**src/rtl/gpio_mmio_pkg.sv**
```systemverilog
package gpio_mmio_pkg;

  localparam int OFS_LEVEL  = 'h00;
  localparam int OFS_SET    = 'h04;
  localparam int OFS_CLR    = 'h08;
  localparam int OFS_DIROUT = 'h0C;
  localparam int OFS_DIRIN  = 'h10;

  typedef enum logic [2:0] {
    RD_NONE,
    RD_LEVEL,
    RD_LATCH,
    RD_DIROUT,
    RD_DIRIN
  } rdSel_e;

  typedef struct packed {
    logic   wrLatch;
    logic   wrSet;
    logic   wrClr;
    logic   wrDirOut;
    logic   wrDirIn;
    rdSel_e rdSel;
  } busStrobe_t;

endpackage

```
**src/rtl/gpio_mmio_ctrl.sv**
```systemverilog
module gpio_mmio_ctrl
  import gpio_mmio_pkg::*;
#(
  parameter int ADDR_W = 5
) (
  input  logic [ADDR_W-1:0] busAddr,
  input  logic              busWe,
  output busStrobe_t        strobe
);

  always_comb begin
    strobe       = '0;
    strobe.rdSel = RD_NONE;
    case (busAddr)
      ADDR_W'(OFS_LEVEL): begin
        strobe.rdSel   = RD_LEVEL;
        strobe.wrLatch = busWe;
      end
      ADDR_W'(OFS_SET): begin
        strobe.rdSel = RD_LATCH;
        strobe.wrSet = busWe;
      end
      ADDR_W'(OFS_CLR): begin
        strobe.rdSel = RD_NONE;
        strobe.wrClr = busWe;
      end
      ADDR_W'(OFS_DIROUT): begin
        strobe.rdSel    = RD_DIROUT;
        strobe.wrDirOut = busWe;
      end
      ADDR_W'(OFS_DIRIN): begin
        strobe.rdSel   = RD_DIRIN;
        strobe.wrDirIn = busWe;
      end
      default: strobe.rdSel = RD_NONE;
    endcase
  end

endmodule

```
**src/rtl/gpio_mmio_dp.sv**
```systemverilog
module gpio_mmio_dp
  import gpio_mmio_pkg::*;
#(
  parameter int REG_W      = 32,
  parameter bit MIRROR     = 1'b0,
  parameter bit BYTE_SWAP  = 1'b0,
  parameter int SYNC_DEPTH = 2
) (
  input  logic             clk,
  input  logic             rstN,
  input  busStrobe_t       strobe,
  input  logic [REG_W-1:0] busWdata,
  output logic [REG_W-1:0] busRdata,
  input  logic [REG_W-1:0] padIn,
  output logic [REG_W-1:0] padOut,
  output logic [REG_W-1:0] padOe
);

  localparam int NBYTES = REG_W / 8;

  // Line vector <-> register view. Mirror and byte swap are each their own
  // inverse and commute, so one function serves both directions.
  function automatic logic [REG_W-1:0] toView(input logic [REG_W-1:0] v);
    logic [REG_W-1:0] m;
    logic [REG_W-1:0] s;
    for (int i = 0; i < REG_W; i++) m[i] = MIRROR ? v[REG_W-1-i] : v[i];
    for (int i = 0; i < REG_W; i++)
      s[i] = BYTE_SWAP ? m[(NBYTES-1-(i/8))*8 + (i%8)] : m[i];
    return s;
  endfunction

  logic [REG_W-1:0] latchQ;
  logic [REG_W-1:0] dirQ;
  logic [REG_W-1:0] syncQ [SYNC_DEPTH];
  logic [REG_W-1:0] wLines;
  logic [REG_W-1:0] rdLines;

  assign wLines = toView(busWdata);

  // Pad input synchronizer chain
  for (genvar g = 0; g < SYNC_DEPTH; g++) begin : g_sync
    always_ff @(posedge clk or negedge rstN) begin
      if (!rstN) syncQ[g] <= '0;
      else if (g == 0) syncQ[g] <= padIn;
      else syncQ[g] <= syncQ[(g == 0) ? 0 : g-1];
    end
  end

  always_ff @(posedge clk or negedge rstN) begin
    if (!rstN) begin
      latchQ <= '0;
      dirQ   <= '0;
    end else begin
      if (strobe.wrLatch)  latchQ <= wLines;
      if (strobe.wrSet)    latchQ <= latchQ | wLines;
      if (strobe.wrClr)    latchQ <= latchQ & ~wLines;
      if (strobe.wrDirOut) dirQ   <= wLines;
      if (strobe.wrDirIn)  dirQ   <= ~wLines;
    end
  end

  always_comb begin
    case (strobe.rdSel)
      RD_LEVEL:  rdLines = syncQ[SYNC_DEPTH-1];
      RD_LATCH:  rdLines = latchQ;
      RD_DIROUT: rdLines = dirQ;
      RD_DIRIN:  rdLines = ~dirQ;
      default:   rdLines = '0;
    endcase
  end

  always_ff @(posedge clk or negedge rstN) begin
    if (!rstN) busRdata <= '0;
    else busRdata <= toView(rdLines);
  end

  assign padOut = latchQ;
  assign padOe  = dirQ;

endmodule

```
**src/rtl/gpio_mmio.sv**
```systemverilog
module gpio_mmio
  import gpio_mmio_pkg::*;
#(
  parameter int REG_W     = 32,
  parameter int ADDR_W    = 5,
  parameter bit MIRROR    = 1'b0,
  parameter bit BYTE_SWAP = 1'b0
) (
  input  logic              clk,
  input  logic              rstN,
  input  logic [ADDR_W-1:0] busAddr,
  input  logic              busWe,
  input  logic [REG_W-1:0]  busWdata,
  output logic [REG_W-1:0]  busRdata,
  input  logic [REG_W-1:0]  padIn,
  output logic [REG_W-1:0]  padOut,
  output logic [REG_W-1:0]  padOe
);

  if (REG_W != 8 && REG_W != 16 && REG_W != 32 && REG_W != 64) begin : g_badWidth
    $error("gpio_mmio: REG_W must be 8, 16, 32 or 64");
  end
  if (BYTE_SWAP && REG_W == 64) begin : g_badSwap
    $error("gpio_mmio: byte swap is not available with a 64-bit width");
  end
  if (ADDR_W < 5) begin : g_badAddr
    $error("gpio_mmio: ADDR_W must cover offset 0x10");
  end

  busStrobe_t strobe;

  gpio_mmio_ctrl #(.ADDR_W(ADDR_W)) ctrl_i (
    .busAddr(busAddr),
    .busWe  (busWe),
    .strobe (strobe)
  );

  gpio_mmio_dp #(
    .REG_W    (REG_W),
    .MIRROR   (MIRROR),
    .BYTE_SWAP(BYTE_SWAP)
  ) dp_i (
    .clk     (clk),
    .rstN    (rstN),
    .strobe  (strobe),
    .busWdata(busWdata),
    .busRdata(busRdata),
    .padIn   (padIn),
    .padOut  (padOut),
    .padOe   (padOe)
  );

endmodule

```
**config.mk**
```make
export PLATFORM = sky130hd
export DESIGN_NAME = gpio_mmio
export DESIGN_NICKNAME = d
export VERILOG_FILES = /design/src/rtl/gpio_mmio_pkg.sv /design/src/rtl/gpio_mmio_ctrl.sv /design/src/rtl/gpio_mmio_dp.sv /design/src/rtl/gpio_mmio.sv
export SDC_FILE = /design/constraint.sdc
export NUM_CORES = 1
export LEC_CHECK = 0
export ABC_AREA = 1
export BUFFER_PORTS_ARGS = -buffer_cell sky130_fd_sc_hd__buf_2
export CAP_MARGIN = 20
export CORE_MARGIN = 4
export CORE_UTILIZATION = 40
export CTS_CLUSTER_DIAMETER = 100
export CTS_CLUSTER_SIZE = 40
export DETAILED_ROUTE_END_ITERATION = 16
export GPL_ROUTABILITY_DRIVEN = 0
export PLACE_DENSITY = 0.6
export SETUP_SLACK_MARGIN = 0.15
export SLEW_MARGIN = 30
export SYNTH_ARGS = -nofsm -noshare
export SYNTH_HDL_FRONTEND = slang
export SYNTH_HIERARCHICAL = 1
export SYNTH_SLANG_ARGS = --single-unit
```
**constraint.sdc**
```tcl
create_clock -name clk -period 1.3 [get_ports clk]
set_input_delay 0.26 -clock clk [delete_from_list [all_inputs] [get_ports clk]]
set_output_delay 0.26 -clock clk [all_outputs]
set_load 0.03 [all_outputs]
```
* Yosys cells after proc, flatten, opt, wreduce, memory -nomap -nowiden
Index checks and enable logic that the tools add are counted.
Operators by class: equality and inequality tests 8, mux-type cells 12, bitwise operators 4, reductions and logical operators 3
Operators by type and width (number):
- $mux W32 | 5
- $pmux W32 S4 | 1
- $not A32 Y32 | 2
- $and A32 B32 Y32 | 1
- $or A32 B32 Y32 | 1
- $pmux W3 S4 | 1
- $eq A5 B4 Y1 const B | 2
- $eq A3 B2 Y1 const B | 2
- $eq A5 B3 Y1 const B | 1
- $eq A5 B5 Y1 const B | 1
- $logic_not A5 Y1 | 1
- $mux W1 | 5
- $eq A3 B1 Y1 const B | 1
- $eq A3 B3 Y1 const B | 1
- $reduce_bool A3 Y1 | 1
- $reduce_bool A2 Y1 | 1
Word-level totals: flip-flop bits (word level) 160, input bits 72, output and inout port bits 96, word-level logic and storage cells 32

* Longest topological paths before layout
depth after elaboration 5, mapped depth 9, depth with buffers taken out 8

* Modules after synthesis
Netlist, hierarchy kept.
Modules (own cells, without submodules):
- gpio_mmio_dp | times used 1, cells each 655, area each 6262.3 µm², seq. area each 4003.8 µm²
- gpio_mmio_ctrl | times used 1, cells each 22, area each 111.4 µm², seq. area each 0.0 µm²

* Least setup slack after synthesis
No wires, ideal clock.
path kind in2reg, start point in busAddr[1], end point reg dp_i.latchQ[23], in the netlist dp_i/padOut[23], library setup time 0.118 ns, arrival time 1.197 ns, data required time 1.182 ns, slack -0.015 ns, stages 9, buffers on the path 1, path through nor2_4 -> nand2_1 -> nor2_1 -> nor2_4 -> nand2_2 -> clkbuf_2 -> o21ai_0 -> nand2_1 -> nand2_1
RTL lines:
- from (decl) | RTL line gpio_mmio.sv:11 | input logic [ADDR_W-1:0] busAddr,
- to (signal assigned) | RTL line gpio_mmio_dp.sv:54 | if (strobe.wrLatch) latchQ <= wLines;
- to (signal assigned) | RTL line gpio_mmio_dp.sv:55 | if (strobe.wrSet) latchQ <= latchQ | wLines;
- to (signal assigned) | RTL line gpio_mmio_dp.sv:56 | if (strobe.wrClr) latchQ <= latchQ & ~wLines;
- to (decl) | RTL line gpio_mmio_dp.sv:32 | logic [REG_W-1:0] latchQ;

* Worst setup path after layout
start point reg dp_i.dirQ[29], in the netlist dp_i/padOe[29], end point out padOe[29]
RTL lines:
- from (decl) | RTL line gpio_mmio_dp.sv:33 | logic [REG_W-1:0] dirQ;
- from (signal assigned) | RTL line gpio_mmio_dp.sv:57 | if (strobe.wrDirOut) dirQ <= wLines;
- from (signal assigned) | RTL line gpio_mmio_dp.sv:58 | if (strobe.wrDirIn) dirQ <= ~wLines;
- to (decl) | RTL line gpio_mmio.sv:17 | output logic [REG_W-1:0] padOe
No word-level cell between the ends.

==> flow_summary.html <==
<table>
<tr><th>Metric</th><th>Value</th></tr>
<tr><th colspan="2">Pwr</th></tr>
<tr><td>Power density normalized to cell area</td><td>around 1700 mW/mm2</td></tr>
<tr><td>Clock group share of total power</td><td>0.285</td></tr>
<tr><td>Worst vdd rail ir drop</td><td>approximately 1.0 mV</td></tr>
<tr><td>Part of the power in registers</td><td>0.367</td></tr>
<tr><td>Comb power frac</td><td>0.348</td></tr>
<tr><td>Net switching component of the power</td><td>~5.9 mW</td></tr>
<tr><td>Design internal power</td><td>~12 mW</td></tr>
<tr><td>Static Leak</td><td>5.40 nW</td></tr>
<tr><td>Sw Ratio</td><td>0.332</td></tr>
<tr><th colspan="2">Logic synthesis</th></tr>
<tr><td>Largest family of logic cells by synthesized area</td><td>simple AND/OR/NAND/NOR gates</td></tr>
<tr><td>EDFF count, synth</td><td>0</td></tr>
<tr><td>YS warnings</td><td>6</td></tr>
<tr><td>Compound-Gate Fraction of Synth Area</td><td>0.0516</td></tr>
<tr><td>Share of synthesized flip-flops with an asynchronous set or reset</td><td>1.00</td></tr>
<tr><td>Seq cells post-synth</td><td>160</td></tr>
<tr><td>Simple-gate share of the synthesized area</td><td>0.224</td></tr>
<tr><td>Multiplexer share of the synthesized area</td><td>0</td></tr>
<tr><td>Top post-synthesis cells by area</td><td>dfrtp_1, nand2_1, nand3_1, o21ai_0, xnor2_1</td></tr>
<tr><td>Post-synthesis sequential area ratio</td><td>0.628</td></tr>
<tr><td>Adder-cell area share of the yosys netlist</td><td>0</td></tr>
<tr><td>Post-synthesis xor/xnor area fraction</td><td>0.0440</td></tr>
<tr><td>Cell taking the most area after synthesis</td><td>dfrtp_1</td></tr>
<tr><td>Instance count of the mapped netlist</td><td>approximately 680</td></tr>
<tr><td>Count of unique library cells instantiated by Yosys</td><td>18</td></tr>
<tr><td>Cell Area, Synth</td><td>0.00637 mm2</td></tr>
<tr><td>Portion of synthesized cell area occupied by the leading cell type</td><td>0.628</td></tr>
<tr><td>Syn avg cell area</td><td>approximately 9.4 um2</td></tr>
<tr><td>Post-synth net total</td><td>about 750</td></tr>
<tr><td>Top_reg_cell synth</td><td>dfrtp_1</td></tr>
<tr><th colspan="2">Routing</th></tr>
<tr><td>Detailed Route WL</td><td>between 20000 and 25000 um</td></tr>
<tr><td>Detailed-route via count</td><td>about 5800</td></tr>
<tr><td>Pre-antenna DRT Iters</td><td>5</td></tr>
<tr><td>Detailed-route wire length per cell</td><td>17.5 um</td></tr>
<tr><td>DR iter-0 viols</td><td>between 300 and 400</td></tr>
<tr><td>Routed via count divided by cell count</td><td>4.77</td></tr>
<tr><td>Post-route antenna net violation count</td><td>0</td></tr>
<tr><td>DR DRC count</td><td>0</td></tr>
<tr><th colspan="2">Floorplan</th></tr>
<tr><td>Initial core utilization</td><td>0.413</td></tr>
<tr><td>Area of the die</td><td>roughly 0.018 mm2</td></tr>
<tr><td>Cell row count</td><td>45</td></tr>
<tr><td>Die W</td><td>approximately 130 um</td></tr>
<tr><td>Die height</td><td>134 um</td></tr>
<tr><td>Top Ports</td><td>about 170</td></tr>
<tr><td>Area of the core region</td><td>around 0.015 mm2</td></tr>
<tr><th colspan="2">Clock network</th></tr>
<tr><td>Clock tree sinks</td><td>160</td></tr>
<tr><td>Clk Latency, worst-skew pair</td><td>about 0.43 ns</td></tr>
<tr><td>Clock input transition at the sequential cells of the worst setup and hold paths</td><td>around 0.07 ns</td></tr>
<tr><td>Clock buffer count from CTS</td><td>17</td></tr>
<tr><td>CTS tree</td><td>built</td></tr>
<tr><td>Maximum count of clock buffers along a single path</td><td>2</td></tr>
<tr><td>H-tree depth</td><td>4</td></tr>
<tr><td>Clock Tree Root</td><td>clkbuf_16</td></tr>
<tr><th colspan="2">Min path</th></tr>
<tr><td>Worst min-delay path category</td><td>input pin to flip-flop</td></tr>
<tr><th colspan="2">GRT</th></tr>
<tr><td>Number of antenna violations at the first check in global routing</td><td>0</td></tr>
<tr><td>Gr ovfl total</td><td>0</td></tr>
<tr><td>Pin count of the biggest net entering global routing</td><td>between 40 and 50</td></tr>
<tr><td>Combined global-route utilization of all metal layers</td><td>0.214</td></tr>
<tr><td>Number of global-route vias before repair</td><td>between 5000 and 6000</td></tr>
<tr><td>Global-route wire length before repair</td><td>slightly below 30000 um</td></tr>
<tr><th colspan="2">Layout</th></tr>
<tr><td>Signed area change from the synthesized netlist to the final layout</td><td>65.9%</td></tr>
<tr><td>Most used cells in the layout excluding fill and tap cells</td><td>nand2_1, dfrtp_1, buf_6</td></tr>
<tr><td>Count of nets after finishing</td><td>roughly 1100</td></tr>
<tr><td>Share of cells above drive strength 1</td><td>0.393</td></tr>
<tr><td>Most common library cell in the layout ignoring fill and taps</td><td>nand2_1</td></tr>
<tr><td>Layout Utilization</td><td>0.685</td></tr>
<tr><td>Antenna diode count</td><td>0</td></tr>
<tr><td>Final Cell Area</td><td>0.0106 mm2</td></tr>
<tr><th colspan="2">STA</th></tr>
<tr><td>Headroom to the max-slew limit</td><td>0.793</td></tr>
<tr><td>Final slew viol count</td><td>0</td></tr>
<tr><td>Final TNS setup</td><td>0 ns</td></tr>
<tr><td>Final min period</td><td>1.27 ns</td></tr>
<tr><td>Hold slack final</td><td>0.105 ns</td></tr>
<tr><td>Highest achievable clock rate</td><td>789 MHz</td></tr>
<tr><td>RSZ-0062 raised after global routing</td><td>yes</td></tr>
<tr><td>Actual transition at the worst max-transition pin</td><td>between 0.3 and 0.4 ns</td></tr>
<tr><td>Final worst clock skew</td><td>approximately 0.0073 ns</td></tr>
<tr><td>Final-report setup violation count</td><td>0</td></tr>
<tr><td>Period utilization</td><td>0.975</td></tr>
<tr><td>Worst path setup slack after routing</td><td>between 0.03 and 0.04 ns</td></tr>
<tr><td>Hold Fails Final Rpt</td><td>0</td></tr>
<tr><th colspan="2">Place</th></tr>
<tr><td>IO Port Bufs</td><td>roughly 170</td></tr>
<tr><td>Worst setup slack before clock tree synthesis</td><td>-0.559 ns</td></tr>
<tr><td>Post-place instance area</td><td>between 0.007 and 0.008 mm2</td></tr>
<tr><td>Detail Placement HPWL</td><td>about 12000 um</td></tr>
<tr><th colspan="2">Critical path</th></tr>
<tr><td>Worst path buffer plus inverter count</td><td>1</td></tr>
<tr><td>Crit path capture type</td><td>output pin</td></tr>
<tr><td>Standard cell with the maximum stage delay on the critical path</td><td>dfrtp_1</td></tr>
<tr><td>Required arrival time at the worst endpoint</td><td>approximately 1.0 ns</td></tr>
<tr><td>Critical Path Stages</td><td>1</td></tr>
<tr><td>Category of cells accounting for the largest share of critical-path delay</td><td>flip-flops</td></tr>
<tr><td>Max stage delay on crit path</td><td>roughly 0.42 ns</td></tr>
<tr><td>Cells along the critical path</td><td>buf_6</td></tr>
<tr><td>FF-to-FF Start</td><td>dp_i/padOe[18]</td></tr>
<tr><td>R2R Setup Slk</td><td>approximately 0.26 ns</td></tr>
<tr><td>Startpoint of the most critical setup path</td><td>dp_i/padOe[29]</td></tr>
<tr><td>Top fanout value on the critical path</td><td>4</td></tr>
<tr><td>Worst setup path class</td><td>flip-flop to output pin</td></tr>
<tr><td>Startpoint types</td><td>flip-flop</td></tr>
<tr><td>Logic depth of the worst register-to-register path</td><td>6</td></tr>
<tr><td>Critical R2R Capture</td><td>dp_i/busRdata[18]</td></tr>
<tr><td>Data arrival time of the critical path</td><td>between 1 and 1.5 ns</td></tr>
<tr><td>Last element of the critical path</td><td>padOe[29]</td></tr>
<tr><th colspan="2">Outcome</th></tr>
<tr><td>Outcome</td><td>finished clean</td></tr>
<tr><th colspan="2">Flow run</th></tr>
<tr><td>Reported max-cap violation count</td><td>0</td></tr>
</table>
[routing by layer]
layer / up-vias / track usage / share of wire
met5: - / 0 / 0
met4: 0 / 0.0781 / 0.023
met2: 186 / 0.361 / 0.51
met1: 2800 / 0.261 / 0.41
li1: 2755 / - / -
met3: 35 / 0.0664 / 0.062
[cell type report]
class                      instances  area (um2)
clock buffer                      22         454
clock inverter                    10         135
fill                            1177        4860
inverter                          40         150
multi-input combinational        444        2420
sequential                       160        4000
tap                              211         264
timing repair buffer             323        3140
[power by group through the flow]
| stage | Sequential [mW] | Clock (mW) | Combinational [mW] |
|---|---|---|---|
| after floorplan | 7.95 | 0 | 1.03 |
| after global placement | 6.50 | 0 | 3.87 |
| after detailed placement | 6.53 | 0 | 3.94 |
| after CTS | 6.46 | 5.12 | 5.84 |
| after global routing | 6.55 | 5.34 | 6.55 |
| final | 6.48 | 5.04 | 6.14 |
[cells by family (layout without fill, tap and decap cells)]
group / after synthesis / after routing
AO/OA/AOI/OAI: 65 / 65
flip-flops: 160 / 160
buffers and inverters: 74 / 395
AND/OR/NAND/NOR: 346 / 347
XOR/XNOR: 32 / 32
[timing repair]
action,in CTS,in global routing
setup endpoints to repair,129,180
pin swaps,3,43
hold endpoints to repair,54,0
hold buffers,33,0
resized for setup,194,76
buffers inserted,64,19
gates cloned,2,12
[flip-flops by register name, indices dropped and copies added (netlist names)]
| name | flops |
|---|---|
| dp_i/busRdata | 32 |
| dp_i/padOe | 32 |
| dp_i/syncQ | 64 |
| dp_i/padOut | 32 |
[stage by stage]
stage	instances	power (mW)
6_report	1210	17.7
5_1_grt	1210	18.4
4_1_cts	1179	17.4
3_5_place_dp	1048	10.5
3_3_place_gp	1048	10.4
2_1_floorplan	677	8.98
[worst min path at each step]
stage / start / end / slack [ns] / depth (start not counted)
after global routing: busWdata[1] / dp_i/padOut[1] / 0.10 / 3
after floorplan: rstN / dp_i/busRdata[0] / -0.04 / 0
final: busWdata[28] / dp_i/padOut[28] / 0.11 / 3
after global placement: rstN / dp_i/syncQ[18] / 0.16 / 1
after detailed placement: rstN / dp_i/syncQ[18] / 0.16 / 1
after CTS: busWdata[25] / dp_i/padOut[25] / 0.09 / 3
[synth_stat cells, types with 3 or more instances]
| cell type | number |
|---|---|
| buf_2 | 19 |
| buf_6 | 3 |
| clkbuf_1 | 6 |
| clkbuf_2 | 5 |
| dfrtp_1 | 160 |
| inv_1 | 40 |
| nand2_1 | 264 |
| nand3_1 | 66 |
| nor2_1 | 6 |
| nor2_2 | 4 |
| nor2_4 | 3 |
| o21ai_0 | 64 |
| xnor2_1 | 32 |
(Power assumes the default switching activity.)
